$ cat config.mk
export PLATFORM = sky130hd
export DESIGN_NAME = vec_branch_loop
export DESIGN_NICKNAME = d
export VERILOG_FILES = /design/src/rtl/vbl_pkg.sv /design/src/rtl/vbl_ctr_eval.sv /design/src/rtl/vbl_cond_eval.sv /design/src/rtl/vbl_exit_dec.sv /design/src/rtl/vec_branch_loop.sv
export SDC_FILE = /design/constraint.sdc
export NUM_CORES = 1
export LEC_CHECK = 0
export BUFFER_PORTS_ARGS = -buffer_cell sky130_fd_sc_hd__clkbuf_2
export CORE_MARGIN = 2
export CORE_UTILIZATION = 50
export CTS_CLUSTER_SIZE = 40
export DETAILED_ROUTE_END_ITERATION = 8
export PLACE_DENSITY = 0.78
export SYNTH_ARGS = -nofsm -noshare
export SYNTH_HDL_FRONTEND = slang
export SYNTH_SLANG_ARGS = --single-unit
$ cat constraint.sdc
create_clock -name clk -period 4.6 [get_ports clk]
set_input_delay 0.69 -clock clk [delete_from_list [all_inputs] [get_ports clk]]
set_output_delay 0.69 -clock clk [all_outputs]
set_load 0.1 [all_outputs]
$ cat src/rtl/vbl_pkg.sv
package vbl_pkg;
   localparam int BO_W         = 5;
   localparam int BO_CR_IGNORE = 4;  // MSB-first bit 0
   localparam int BO_CR_SENSE  = 3;  // MSB-first bit 1
   localparam int BO_CTR_HOLD  = 2;  // MSB-first bit 2
   localparam int BO_CTR_SENSE = 1;  // MSB-first bit 3

   typedef struct packed {
      logic [BO_W-1:0] bo;
      logic            mode64;
      logic            all;
      logic            vlset;
      logic            vsb;
      logic            vli;
   } vbl_cfg_t;
endpackage

$ cat src/rtl/vbl_ctr_eval.sv
module vbl_ctr_eval #(
   parameter int CNT_W = 64,
   parameter int LOW_W = 32
) (
   input  logic [CNT_W-1:0] ctr,
   input  logic             hold,
   input  logic             sense,
   input  logic             mode64,
   output logic [CNT_W-1:0] ctr_nxt,
   output logic             ctr_ok
);
   logic nz;

   assign ctr_nxt = hold ? ctr : ctr - CNT_W'(1);

   generate
      if (CNT_W > LOW_W) begin : g_split
         logic lo_nz, hi_nz;
         assign lo_nz = |ctr_nxt[LOW_W-1:0];
         assign hi_nz = |ctr_nxt[CNT_W-1:LOW_W];
         assign nz    = lo_nz | (mode64 & hi_nz);
      end else begin : g_flat
         logic unused_mode;
         assign unused_mode = mode64;
         assign nz          = |ctr_nxt;
      end
   endgenerate

   assign ctr_ok = hold | (nz ^ sense);
endmodule

$ cat src/rtl/vbl_cond_eval.sv
module vbl_cond_eval #(
   parameter int IDX_W = 7,
   localparam int NUM_EL = 1 << IDX_W
) (
   input  logic [NUM_EL-1:0] cr_bits,
   input  logic [IDX_W-1:0]  idx,
   input  logic              ignore,
   input  logic              sense,
   output logic              cond_ok
);
   logic sel_bit;

   assign sel_bit = cr_bits[idx];
   assign cond_ok = ignore | ~(sel_bit ^ sense);
endmodule

$ cat src/rtl/vbl_exit_dec.sv
module vbl_exit_dec #(
   parameter int VL_W = 7
) (
   input  logic [VL_W-1:0] idx,
   input  logic [VL_W-1:0] vl,
   input  logic            ok,
   input  logic            all,
   input  logic            vlset,
   input  logic            vsb,
   input  logic            vli,
   output logic            fin,
   output logic            trunc,
   output logic [VL_W-1:0] new_vl
);
   logic last, early;

   assign last   = (idx == vl - VL_W'(1));
   assign early  = all ? ~ok : ok;
   assign trunc  = vlset & (ok == vsb);
   assign fin    = last | early | trunc;
   assign new_vl = vli ? idx + VL_W'(1) : idx;
endmodule

$ cat src/rtl/vec_branch_loop.sv
module vec_branch_loop #(
   parameter int CNT_W = 64,
   parameter int VL_W  = 7,
   localparam int NUM_EL = 1 << VL_W
) (
   input  logic                clk,
   input  logic                rst_n,
   input  logic                start_i,
   input  logic [4:0]          bo_i,
   input  logic [NUM_EL-1:0]   cr_bits_i,
   input  logic [VL_W-1:0]     vl_i,
   input  logic [CNT_W-1:0]    ctr_i,
   input  logic                mode64_i,
   input  logic                all_i,
   input  logic                vlset_i,
   input  logic                vsb_i,
   input  logic                vli_i,
   output logic                done_o,
   output logic                taken_o,
   output logic [CNT_W-1:0]    ctr_o,
   output logic [VL_W-1:0]     vl_o,
   output logic                vl_upd_o
);
   import vbl_pkg::*;

   generate
      if (CNT_W <= 32) begin : g_bad_cnt
         $error("vec_branch_loop: CNT_W must exceed 32");
      end
      if (VL_W < 1 || VL_W > 12) begin : g_bad_vl
         $error("vec_branch_loop: VL_W out of range");
      end
   endgenerate

   vbl_cfg_t            cfg_q;
   logic                busy_q, done_q, taken_q, upd_q;
   logic [VL_W-1:0]     idx_q, vl_q, vlo_q;
   logic [NUM_EL-1:0]   cr_q;
   logic [CNT_W-1:0]    ctr_q, ctr_nxt;
   logic                ctr_ok, cond_ok, ok, fin, trunc;
   logic [VL_W-1:0]     new_vl;

   vbl_ctr_eval #(.CNT_W(CNT_W), .LOW_W(32)) u_ctr (
      .ctr     (ctr_q),
      .hold    (cfg_q.bo[BO_CTR_HOLD]),
      .sense   (cfg_q.bo[BO_CTR_SENSE]),
      .mode64  (cfg_q.mode64),
      .ctr_nxt (ctr_nxt),
      .ctr_ok  (ctr_ok)
   );

   vbl_cond_eval #(.IDX_W(VL_W)) u_cond (
      .cr_bits (cr_q),
      .idx     (idx_q),
      .ignore  (cfg_q.bo[BO_CR_IGNORE]),
      .sense   (cfg_q.bo[BO_CR_SENSE]),
      .cond_ok (cond_ok)
   );

   assign ok = cond_ok & ctr_ok;

   vbl_exit_dec #(.VL_W(VL_W)) u_exit (
      .idx    (idx_q),
      .vl     (vl_q),
      .ok     (ok),
      .all    (cfg_q.all),
      .vlset  (cfg_q.vlset),
      .vsb    (cfg_q.vsb),
      .vli    (cfg_q.vli),
      .fin    (fin),
      .trunc  (trunc),
      .new_vl (new_vl)
   );

   always_ff @(posedge clk or negedge rst_n) begin
      if (!rst_n) begin
         cfg_q   <= '0;
         cr_q    <= '0;
         busy_q  <= 1'b0;
         done_q  <= 1'b0;
         taken_q <= 1'b0;
         upd_q   <= 1'b0;
         idx_q   <= '0;
         vl_q    <= '0;
         vlo_q   <= '0;
         ctr_q   <= '0;
      end else begin
         done_q <= 1'b0;
         if (busy_q) begin
            ctr_q <= ctr_nxt;
            idx_q <= idx_q + VL_W'(1);
            if (fin) begin
               busy_q  <= 1'b0;
               done_q  <= 1'b1;
               taken_q <= ok;
               if (trunc) begin
                  vlo_q <= new_vl;
                  upd_q <= 1'b1;
               end
            end
         end else if (start_i) begin
            cfg_q   <= '{bo: bo_i, mode64: mode64_i, all: all_i,
                         vlset: vlset_i, vsb: vsb_i, vli: vli_i};
            cr_q    <= cr_bits_i;
            vl_q    <= vl_i;
            vlo_q   <= vl_i;
            ctr_q   <= ctr_i;
            idx_q   <= '0;
            taken_q <= 1'b0;
            upd_q   <= 1'b0;
            if (vl_i == '0) done_q <= 1'b1;
            else            busy_q <= 1'b1;
         end
      end
   end

   assign done_o   = done_q;
   assign taken_o  = taken_q;
   assign ctr_o    = ctr_q;
   assign vl_o     = vlo_q;
   assign vl_upd_o = upd_q;
endmodule

**Yosys cells after proc, flatten, opt, wreduce, memory -nomap -nowiden**

Index checks and enable logic that the tools add are counted.

- Memories: 0
- Register bits: 227
- Bits in latches: 0
- RAM bits: 0
- Output and inout port bits: 74
- Input bits: 212
- ROM bits: 0

- Shift operators: 0
- $mul: 0
- Multiplexer cells: 27
- Add/subtract/negate cells: 3
- Bitwise operators: 13
- Reduce and logical (&&, ||, !) cells: 7
- $lt $le $gt $ge: 1
- Eq/ne operators: 4
- Div/mod/pow operators: 0

Operators by type and width:

| kind | count |
|---|---|
| $mux 64 | 3 |
| $reduce_or 32->1 | 2 |
| $sub 64x1->64 const B | 1 |
| $mux 7 | 7 |
| $mux 1 | 16 |
| $lt 7x8->1 const B | 1 |
| $add 7x1->7 const B | 1 |
| $bmux 1 s7 | 1 |
| $eq 7x7->1 | 1 |
| $logic_not 7->1 | 1 |
| $sub 7x1->7 const B | 1 |
| $or 1x1->1 | 5 |
| $ne 2x1->1 const B | 2 |
| $reduce_and 2->1 | 2 |
| $and 1x1->1 | 3 |
| $not 1->1 | 3 |
| $reduce_and 3->1 | 1 |
| $reduce_bool 2->1 | 1 |
| $xor 1x1->1 | 2 |
| $eq 1x1->1 | 1 |

**Logic depth before layout (Yosys ltp)**

Gate-level depths: netlist of the first run.

- Depth after elaboration: 14
- Gate-level depth with buffers: 15
- Mapped depth without buffers: 13

**Modules after synthesis**

Synthesis of the first run repeated with hierarchy kept, for this count alone.

- Cell total of the unflattened synthesis: 1,360
- Area total of the unflattened synthesis: 12,519.5 µm²

Modules (own cells, without submodules):

| module | instances | area each (µm²) | cells each | sequential area each (µm²) |
|---|---|---|---|---|
| vec_branch_loop | 1 | 9,198.8 | 957 | 5,655.4 |
| vbl_ctr_eval | 1 | 1,834.3 | 255 | 0.0 |
| vbl_cond_eval | 1 | 1,167.4 | 105 | 0.0 |
| vbl_exit_dec | 1 | 319.1 | 43 | 0.0 |

**Worst setup path before layout of the first run**

No wires, ideal clock.

- Path kind: reg-to-reg
- Start point: register ctr_q[0] (netlist: ctr_o[0])
- End point: register vlo_q[1] (netlist: vl_o[1])
- Setup slack: -0.340 ns
- Data required time: 4.475 ns
- Arrival: 4.815 ns
- Path buffers: 2
- Period minus slack after synthesis: 4.940 ns
- Stages on the path, launching flop included: 16
- Cells stage by stage: dfrtp_1 clkbuf_1 inv_1 ha_1 or4b_2 nor4_4 and3_1 clkbuf_1 xnor2_1 o2111ai_1 or4_1 or2_2 a221oi_1 a21boi_1 o31ai_4 mux2_2

- Longest elaborated chain between the ends: 14

Ends and longest elaborated chain:

| item | line | RTL |
|---|---|---|
| start, declared | vec_branch_loop.sv:39 | `logic [CNT_W-1:0] ctr_q, ctr_nxt;` |
| start signal, assigned | vec_branch_loop.sv:90 | `ctr_q <= ctr_nxt;` |
| start signal, assigned | vec_branch_loop.sv:107 | `ctr_q <= ctr_i;` |
| $sub 64x1->64 | vbl_ctr_eval.sv:14 | `assign ctr_nxt = hold ? ctr : ctr - CNT_W'(1);` |
| $mux 64 (*) | vbl_ctr_eval.sv:14 |  |
| $reduce_or 32->1 | vbl_ctr_eval.sv:20 | `assign hi_nz = \|ctr_nxt[CNT_W-1:LOW_W];` |
| $and 1x1->1 | vbl_ctr_eval.sv:21 | `assign nz = lo_nz \| (mode64 & hi_nz);` |
| $or 1x1->1 (*) | vbl_ctr_eval.sv:21 |  |
| $xor 1x1->1 (*) | vbl_ctr_eval.sv:29 | `assign ctr_ok = hold \| (nz ^ sense);` |
| $or 1x1->1 (*) | vbl_ctr_eval.sv:29 |  |
| $and 1x1->1 (*) | vec_branch_loop.sv:60 | `assign ok = cond_ok & ctr_ok;` |
| $not 1->1 | vbl_exit_dec.sv:18 | `assign early = all ? ~ok : ok;` |
| $mux 1 | vbl_exit_dec.sv:18 |  |
| $or 1x1->1 (2 in series) | vbl_exit_dec.sv:20 | `assign fin = last \| early \| trunc;` |
| $ne 2x1->1 (no line) | - |  |
| $reduce_and 3->1 (no line) (*) | - |  |
| end signal, assigned | vec_branch_loop.sv:97 | `vlo_q <= new_vl;` |
| end signal, assigned | vec_branch_loop.sv:106 | `vlo_q <= vl_i;` |
| end, declared | vec_branch_loop.sv:37 | `logic [VL_W-1:0] idx_q, vl_q, vlo_q;` |

Every way passes the cells marked *; elsewhere a longest branch is shown, timed or not.
A chain may end at the register's enable or synchronous reset.

**Worst setup path after layout of the first run**

- Start point: register ctr_q[10] (netlist: ctr_o[10])
- End point: register vlo_q[4] (netlist: vl_o[4])

The elaborated chain is that of the path after synthesis.

==> results.yml, run 1 <==
status:
  outcome: "finished, final reports clean"
synth:
  synth_common_cells: "506 x nand2_1, 226 x dfrtp_1, 75 x clkbuf_1"
  ys_ff_latch: 226
  yosysMostFrequentCell: "nand2_1"
  synthAdderAreaFrac_pct: 0.299
  synth-edff-count: 0
  synthDistinctLibCells: 64
  synth_top_family_by_area: "simple AND/OR/NAND/NOR gates"
  synth.area.mux_share_pct: 10.8
  syn_nets: 1631
  ys_top_cells_by_area: "dfrtp_1 45%, nand2_1 15%, mux4_2 6.6%"
  yosysTopAreaCell: "dfrtp_1"
  synth_ff_type: "dfrtp_1"
  syn_area_per_cell_sq_um: 8.87
  synth_xor_area_share_pct: 5.09
  netlist_area_sq_um: 12600
  synth_compound_area_share_pct: 8.87
  seq_area_frac_synth_pct: 45.0
  ys_warn_count: 0
  syn_inst: 1416
  yosys.area.top_type_share_pct: 45.0
  synth-async-reset-ratio_pct: 100
  synthSimpleGateAreaFrac_pct: 26.7
routing:
  route.detailed.wl_per_inst_um: 17.6
  via_per_inst: 5.62
  vias: 11258
  drc_errors: 0
  ant_nets: 0
  drt-pass1-iter-count: 7
  drtIter0Drc: 875
  wl_um: 35300
sta:
  worst_slew_pin_slew_ps: 1110
  setup_viol: 0
  fin_hold_ws_ps: 214
  maxSlewHeadroom_pct: 26.3
  rsz0062_at_grt: "false"
  finClkSkew_ps: 16.7
  tns_ps: 0
  drv_slew: 0
  hold_viol: 0
  period_share_pct: 96.1
  min_period_ps: 4420
  maxClockFrequency_ghz: 0.226
grt:
  grt_first_pass_wirelength_um: 56600
  grt_pass1_vias: 11092
  grt_overflow: 0
  grt_antenna_before_repair: 0
  met3_usage_pct: 3.69
  met1_usage_pct: 36.0
  grt_usage_pct: 26.8
  grt_use_met2_pct: 45.1
  busiest_layer: "met2"
  grt_start_max_net_pins: 96
placement:
  portBuffers: 284
  routabilityCongestion: 0.914
  placedCellCount: 1959
  dpl.hpwl_um: 25000
die:
  initial_core_util_pct: 51.3
  die_width_um: 162
  fp.dieArea_sq_um: 26400
  core_area_sq_um: 24500
  placementRows: 57
  io_pins: 286
  die_h_um: 162
worst_setup_path:
  path_max_fanout: 10
  cp_data_arrival_time_ps: 4820
  start_kind: "flip-flop"
  cp.required_ps: 5000
  critPathKind: "flip-flop to flip-flop"
  end_kind: "flip-flop"
clock_network:
  htreeDepth: 1
  cts_tree: "built"
  clock_latency_ps: 520
  cts_sinks: 226
  clockRootBuffer: "clkbuf_16"
  cts_inserted_buffers: 25
  clk_pin_slew_ps: 60
  clockBufferDepth: 3
pwr:
  power_density_nw_per_um2: 820
  p_leak_uw: 0.00725
  ir_drop_v: 0.000617
hold_path:
  hold_class: "input pin to asynchronous set/reset pin"
cells_and_area:
  final_nets: 1880
  drive_above_1_share_pct: 25.6
  syn2layout_area_growth_pct: 20.7
  utilization_pct: 62.0
  diodes: 0
  instances_no_fill: 2003
job:
  max_cap_violations: 0
-- where the power goes --
group / leakage (uW) / internal [uW] / switching, uW
logic: 0.00413 / 1950 / 4510
clock network: 0.000374 / 1100 / 775
registers: 0.00275 / 2980 / 1110
-- placed cells by master (no fill, tap or decap), drive strengths merged, types with 4 or more instances in the layout --
cell / count
nand2: 506
clkbuf: 321
dfrtp: 226
nor2: 56
o21ai: 52
a21oi: 44
nor4: 44
mux2i: 42
xor2: 39
mux4: 37
buf: 35
xnor2: 34
nor3: 32
nor2b: 31
a211oi: 28
nand3: 16
nand4: 14
inv: 12
mux2: 9
or3: 8
or2: 7
o2111ai: 7
a31oi: 5
nand3b: 5
o22ai: 5
a21boi: 5
o31ai: 5
nand2b: 4
-- per-layer routing --
metal,vias up,share of wire [%]
met4,0,2.8
met5,-,0
met1,5375,42
li1,5343,-
met2,460,48
met3,80,7.3
-- logic make-up after synthesis --
| logic type | after synthesis |
|---|---|
| simple gates | 744 |
| flops | 226 |
| compound gates | 175 |
| buf+inv | 107 |
| mux | 88 |
| xor+xnor | 73 |
| fa+ha+maj | 3 |
-- stage by stage --
step	instance area, sq um	worst slack, ps	power (uW)
after floorplan	12600	6.72	8990
after global placement	14300	146	10300
after detailed placement	14300	105	10500
after CTS	15100	73.6	12400
after global routing	15200	2.20	13200
final	15200	178	12400
-- timing repair --
action | 4_1_cts | 5_1_grt
gates resized for setup | 0 | 5
hold buffers | 0 | 0
setup endpoints to repair | 0 | 9
setup buffers | 0 | 3
-- area by class of cell --
type / count / area [sq um]
clock buffers: 39 / 748
clock inverters: 2 / 10.0
fillers: 2077 / 9310
inverters: 12 / 45.0
multi-input cells: 1083 / 6550
flip-flops and latches: 226 / 5670
well taps: 324 / 405
repair buffers: 317 / 1730
-- critical path: stages, from the launching register on --
cell,delay [ps]
dfrtp_1,480
or4_4,620
nor4_4,400
buf_4,200
nand4_4,200
o31a_1,320
nor4_2,270
nand4_1,190
nor4_4,410
o21ai_0,210
nor4_2,260
buf_4,180
o31ai_4,60
buf_4,210
mux2_1,310
-- final timing paths --
| check | cells after the start | end | from | slack [ps] |
|---|---|---|---|---|
| setup / recovery | 14 | vl_o[4] | ctr_o[10] | 180 |
| hold / removal | 1 | ctr_o[21] | rst_n | 210 |
| setup reg to reg | 14 | vl_o[4] | ctr_o[10] | 180 |
| hold reg to reg | 2 | cr_q[91] | cr_q[91] | 470 |
| max in group asynchronous | 2 | busy_q | rst_n | 3310 |
| min in group clk | 3 | cr_q[101] | cr_bits_i[101] | 360 |
-- state kept, by name (all words and copies together), names as in the netlist --
name	count
busy_q	1
taken_o	1
vl_o	7
vl_upd_o	1
vl_q	7
idx_q	7
done_o	1
ctr_o	64
cfg_q	9
cr_q	128
Note: power is estimated with default switching activity, not from simulation.
==> inputs of run 2 (changes only) <==
- SYNTH_HIERARCHICAL: unset -> 1
==> run 2 against run 1 <==
Against the previous run:
- hold slack worse by 9.9 ps
- power grew 5.0%
- non-clock buffer count up 38
- cell count increased by 0.45%
- wire length fell by 0.37%
- global-route usage decreased by 0.45 points
- die area decreased by 0.28%
- highest routed layer unchanged
- utilization rose by 1.9 points
- clock-buffer cell count fell by 2
- synthesized area down 0.28%
- clock skew is 2.3 ps lower
- combinational power rose by 6.3%
==> results.yml, run 2 <==
grt:
  grt_pass1_vias: 10860
  grt_first_pass_wirelength_um: 55400
  grt_antenna_before_repair: 0
  grt_usage_pct: 26.3
  grt_overflow: 0
  grt_start_max_net_pins: 105
clock_network:
  postCtsHoldBufs: 0
  clk_pin_slew_ps: 60
  cts_tree: "built"
  clockRootBuffer: "clkbuf_16"
  clock_latency_ps: 550
  cts_sinks: 226
  htreeDepth: 1
  clockBufferDepth: 3
  cts_inserted_buffers: 26
worst_setup_path:
  slowest_stage: "or4_4"
  critPathKind: "flip-flop to flip-flop"
  end_kind: "flip-flop"
  max_stage_delay_ps: 590
  path_max_fanout: 7
  cp_data_arrival_time_ps: 5000
  start_kind: "flip-flop"
  cp_cell_sequence: "or4_4 -> buf_6 -> nor4_4 -> buf_4 -> and4_4 -> nand4_1 -> xnor2_2 -> nor4_2 -> and4b_1 -> a41oi_2 -> mux2i_1 -> and2_4 -> xnor2_2 -> and2_4 -> nor2_4 -> o31ai_4 -> nand3_2 -> nand2_4 -> mux2_4"
  path_delay_family: "simple AND/OR/NAND/NOR gates"
  cp_num_buf_inv: 2
  cp.required_ps: 5030
pwr:
  p_leak_uw: 0.00783
  clockPowerShare_pct: 17.1
  power_density_nw_per_um2: 836
  pwr-share-seq_pct: 30.3
  internal_power_uw: 6500
  ir_drop_v: 0.000768
  p_comb_share_pct: 52.6
  switching_share_pct: 50.2
  switching_power_uw: 6550
die:
  core_area_sq_um: 24500
  die_width_um: 162
  initial_core_util_pct: 51.2
  io_pins: 286
  die_h_um: 162
  fp.dieArea_sq_um: 26300
  placementRows: 57
synth:
  synthDistinctLibCells: 63
  ys_top_cells_by_area: "dfrtp_1 45%, nand2_1 16%, mux2i_1 6.7%"
  yosysTopAreaCell: "dfrtp_1"
  ys_warn_count: 6
  seq_area_frac_synth_pct: 45.2
  synth-edff-count: 0
  synth_ff_type: "dfrtp_1"
  yosys.area.top_type_share_pct: 45.2
  syn_area_per_cell_sq_um: 9.21
  syn_inst: 1360
  syn_nets: 1576
  netlist_area_sq_um: 12500
  synth-async-reset-ratio_pct: 100
  ys_ff_latch: 226
  yosysMostFrequentCell: "nand2_1"
  synth_common_cells: "524 x nand2_1, 226 x dfrtp_1, 84 x mux2i_1"
cells_and_area:
  syn2layout_area_growth_pct: 24.8
  largest_register_ffs: 128
  num-fill-cells: 1921
  diodes: 0
  mostFrequentLayoutCell: "nand2_1"
  final_nets: 1884
  largest_register: "cr_q"
  drive_above_1_share_pct: 29.2
  final_cell_mix: "524 x nand2_1, 282 x clkbuf_2, 214 x dfrtp_1, 84 x mux2i_1, 72 x o21ai_0"
routing:
  vias: 11219
  drc_errors: 0
  route.detailed.wl_per_inst_um: 17.5
  wl_um: 35200
  drt-pass1-iter-count: 5
  via_per_inst: 5.58
  drtIter0Drc: 918
  ant_nets: 0
placement:
  dp_slack_ps: -53.3
  dpl.hpwl_um: 24500
  routabilityCongestion: 0.941
  portBuffers: 284
sta:
  setup_viol: 0
  maxSlewHeadroom_pct: 24.0
  min_period_ps: 4570
  worst_slack_ps: 28.5
  worst_slew_pin_slew_ps: 1140
  hold_viol: 0
  finClkSkew_ps: 14.4
  rsz0062_at_grt: "true"
  period_share_pct: 99.4
  drv_slew: 0
  fin_hold_ws_ps: 204
  maxClockFrequency_ghz: 0.219
status:
  outcome: "finished, final reports clean"
hold_path:
  hold_class: "input pin to asynchronous set/reset pin"
job:
  max_cap_violations: 0
[run 2: layout make-up]
type | instances | area, sq um | area share (%)
clock buffer | 37 | 762 | 4.88
clock inverter | 11 | 185 | 1.19
inverter | 11 | 41.3 | 0.264
multi-input combinational | 1048 | 6540 | 41.8
sequential | 226 | 5690 | 36.4
tap | 324 | 405 | 2.59
timing repair buffer | 355 | 2010 | 12.9
[run 2: power groups by stage]
| stage | combinational [uW] | clock, uW | sequential (uW) |
|---|---|---|---|
| 2_1_floorplan | 2990 | 0 | 5940 |
| 3_3_place_gp | 6550 | 0 | 3890 |
| 3_5_place_dp | 6660 | 0 | 3940 |
| 4_1_cts | 6720 | 2280 | 3930 |
| 5_1_grt | 7330 | 2360 | 4090 |
| 6_report | 6870 | 2240 | 3950 |
[run 2: worst reg2reg max path, stage by stage, from the launching register on]
cell	delay (ps)
dfrtp_4	480
or4_4	600
buf_6	160
nor4_4	260
buf_4	180
and4_4	270
nand4_1	170
xnor2_2	210
nor4_2	310
and4b_1	250
a41oi_2	150
mux2i_1	210
and2_4	210
xnor2_2	110
and2_4	170
nor2_4	40
o31ai_4	60
nand3_2	110
nand2_4	180
mux2_4	340
[run 2: metrics by stage]
step / instances / util, % / cell area (sq um) / TNS [ps] / total power, uW
floorplan: 1360 / - / 12600 / 0 / 8940
global placement: 1959 / 59.2 / 14500 / 0 / 10400
detailed placement: 1959 / 59.2 / 14500 / -323 / 10600
CTS: 2008 / 63.3 / 15500 / 0 / 12900
global route: 2012 / 63.9 / 15600 / -919 / 13800
finish: 2012 / 63.9 / 15600 / 0 / 13100
[run 2: cell families (layout without fill, tap and decap cells)]
logic type | Yosys count | in the layout | synth area share [%]
compound gates | 109 | 109 | 5.14
xor+xnor | 78 | 78 | 5.46
fa+ha+maj | 4 | 4 | 0.400
buf+inv | 86 | 414 | 4.03
flops | 226 | 226 | 45.2
mux | 131 | 131 | 13.3
simple gates | 726 | 726 | 26.6
[run 2: final timing paths]
path / depth (start not counted) / to / slack, ps / start
max: 19 / vl_o[4] / 30 / ctr_o[0]
min: 1 / ctr_o[12] / 200 / rst_n
max reg2reg: 19 / vl_o[4] / 30 / ctr_o[0]
min reg2reg: 2 / cr_q[98] / 470 / cr_q[98]
max in group asynchronous: 2 / cr_q[102] / 3380 / rst_n
min in group clk: 3 / cr_q[99] / 330 / cr_bits_i[99]
[run 2: timing repair]
item | in CTS | in global routing
pin swaps | 1 | 14
setup buffers | 1 | 4
setup endpoints to repair | 7 | 10
resized for setup | 6 | 24
[run 2: layer usage]
metal  global-route usage [%]  share of wire (%)  vias to the layer above
met5                        0                  0                        -
met4                     8.93                3.7                        0
met3                     3.63                6.9                       87
met2                     45.1                 48                      460
met1                     34.6                 41                     5414
li1                         -                  -                     5258
==> inputs of run 3 (changes only) <==
- CORE_UTILIZATION: 50 -> 59
- PLACE_DENSITY: 0.78 -> 0.86
- clock period: 4.6 -> 5.3 ns (I/O delays scaled with it)
==> run 3 against run 2 <==
Against the previous run:
- die area decreased by 15%
- largest cell class unchanged
- worst setup slack improved by 250 ps
- sequential cell count unchanged
- final area decreased by 4.6%
- fmax decreased by 9.0%
- cell count decreased by 5.1%
- critical path depth increased by 1
- hold slack improved by 170 ps
- sequential share of layout area increased by 1.6 points
- first-iteration DRC count decreased by 24%
==> results.yml, run 3 (synthesized netlist as in run 2, its figures left out) <==
worst_setup_path:
  cp.required_ps: 5700
  slowest_stage: "nor4_1"
  path_delay_family: "simple AND/OR/NAND/NOR gates"
  regToRegEndpoint: "vl_o[5]"
  cp_cell_sequence: "buf_4 -> nor4_1 -> nand3_1 -> buf_4 -> nor3_1 -> buf_4 -> xor2_1 -> nor4_1 -> nand4_1 -> nor4_2 -> a41oi_2 -> mux2i_1 -> and2_1 -> xnor2_1 -> and2_1 -> nor2_1 -> o31ai_1 -> nand3_1 -> nand2_2 -> mux2_2"
  cp_num_buf_inv: 3
  path_max_fanout: 9
  worst_path_most_repeated_cell: "buf_4"
  critPathKind: "flip-flop to flip-flop"
  start_kind: "flip-flop"
  end_kind: "flip-flop"
  cp_data_arrival_time_ps: 5420
  reg2reg_depth: 20
  max_stage_delay_ps: 410
  r2r_setup_slack_ps: 270
  regToRegStartpoint: "ctr_o[3]"
grt:
  met1_usage_pct: 39.6
  grt_first_pass_wirelength_um: 54700
  met3_usage_pct: 4.70
  busiest_layer: "met2"
  grt_overflow: 0
  grt_usage_pct: 30.7
  grt_use_met2_pct: 53.2
  grt_pass1_vias: 10814
  grt_antenna_before_repair: 0
  grt_start_max_net_pins: 140
sta:
  worst_slew_pin_slew_ps: 1040
  finClkSkew_ps: 7.79
  setup_viol: 0
  period_share_pct: 94.8
  min_period_ps: 5030
  hold_viol: 0
  drv_slew: 0
  fin_hold_ws_ps: 372
  maxClockFrequency_ghz: 0.199
  maxSlewHeadroom_pct: 31.0
clock_network:
  htreeDepth: 1
  postCtsSetupRepairBufs: 0
  clockBufferDepth: 3
  cts_sinks: 226
  cts_tree: "built"
  clock_latency_ps: 510
  clk_pin_slew_ps: 60
  postCtsHoldBufs: 0
  clockRootBuffer: "clkbuf_16"
  cts_inserted_buffers: 24
  cts.repair.resized: 0
cells_and_area:
  final_nets: 1835
  largest_register: "cr_q"
  final_cell_area_sq_um: 14900
  multiInputGateArea_sq_um: 6390
  drive_above_1_share_pct: 25.4
  final_cell_mix: "524 x nand2_1, 282 x clkbuf_2, 223 x dfrtp_1, 84 x mux2i_1, 72 x o21ai_0"
  utilization_pct: 71.1
  instances_no_fill: 1910
  num-fill-cells: 1580
  regArea_sq_um: 5660
  mostFrequentLayoutCell: "nand2_1"
  diodes: 0
  syn2layout_area_growth_pct: 19.0
  largest_register_ffs: 128
routing:
  wl_um: 34200
  drtIter0Drc: 699
  vias: 10977
  route.detailed.wl_per_inst_um: 17.9
  via_per_inst: 5.75
  ant_nets: 0
  drt-pass1-iter-count: 5
  drc_errors: 0
die:
  die_h_um: 150
  die_width_um: 150
  fp.dieArea_sq_um: 22400
  io_pins: 286
  initial_core_util_pct: 59.7
  placementRows: 53
  core_area_sq_um: 21000
placement:
  routabilityCongestion: 0.911
  placed_area_sq_um: 14000
  portBuffers: 284
  placedCellCount: 1868
  dpl.hpwl_um: 24300
status:
  outcome: "finished, final reports clean"
pwr:
  p_leak_uw: 0.00749
  power_density_nw_per_um2: 722
  ir_drop_v: 0.000369
job:
  max_cap_violations: 0
hold_path:
  hold_class: "input pin to asynchronous set/reset pin"
run 3: worst max-delay path by stage:
stage / cells after the start / slack, ps / endpoint / startpoint
after floorplan: 18 / 370 / vl_o[0] / ctr_o[3]
after global placement: 20 / 410 / vl_o[5] / ctr_o[0]
after detailed placement: 20 / 300 / vl_o[5] / ctr_o[0]
after CTS: 20 / 260 / vl_o[5] / ctr_o[0]
after global routing: 19 / -40 / vl_o[5] / ctr_o[0]
final: 20 / 270 / vl_o[5] / ctr_o[3]
run 3: final cells by class:
type,count,share of cell area [%]
inverter,11,0.277
timing repair buffer,308,10.9
sequential,226,38.0
tap,275,2.31
clock inverter,9,0.831
multi-input combinational,1048,42.9
clock buffer,33,4.80
run 3: worst reg2reg max path, delay by kind of cell, from the launching register on:
| kind | cells | cell delay, ps |
|---|---|---|
| mux | 2 | 550 |
| simple gates | 11 | 2740 |
| xor+xnor | 2 | 260 |
| buf+inv | 3 | 600 |
| flops | 1 | 400 |
| compound gates | 2 | 330 |
run 3: layer usage:
layer | vias to the layer above | part of all wire, %
met2 | 474 | 50
met4 | 0 | 3.4
met5 | - | 0
li1 | 5147 | -
met1 | 5269 | 40
met3 | 87 | 7.3
run 3: report_power, final:
group          internal [uW]  switching (uW)  total, uW  leakage [uW]
clock                   1080             684       1770      0.000420
combinational           1600            3860       5450       0.00428
sequential              2560             980       3540       0.00279
run 3: stage by stage:
| stage | power (uW) | setup slack (ps) | setup TNS, ps |
|---|---|---|---|
| CTS | 10800 | 255 | 0 |
| floorplan | 7720 | 374 | 0 |
| global placement | 8750 | 406 | 0 |
| finish | 10800 | 274 | 0 |
| detailed placement | 8940 | 301 | 0 |
| global route | 11400 | -38.8 | -234 |
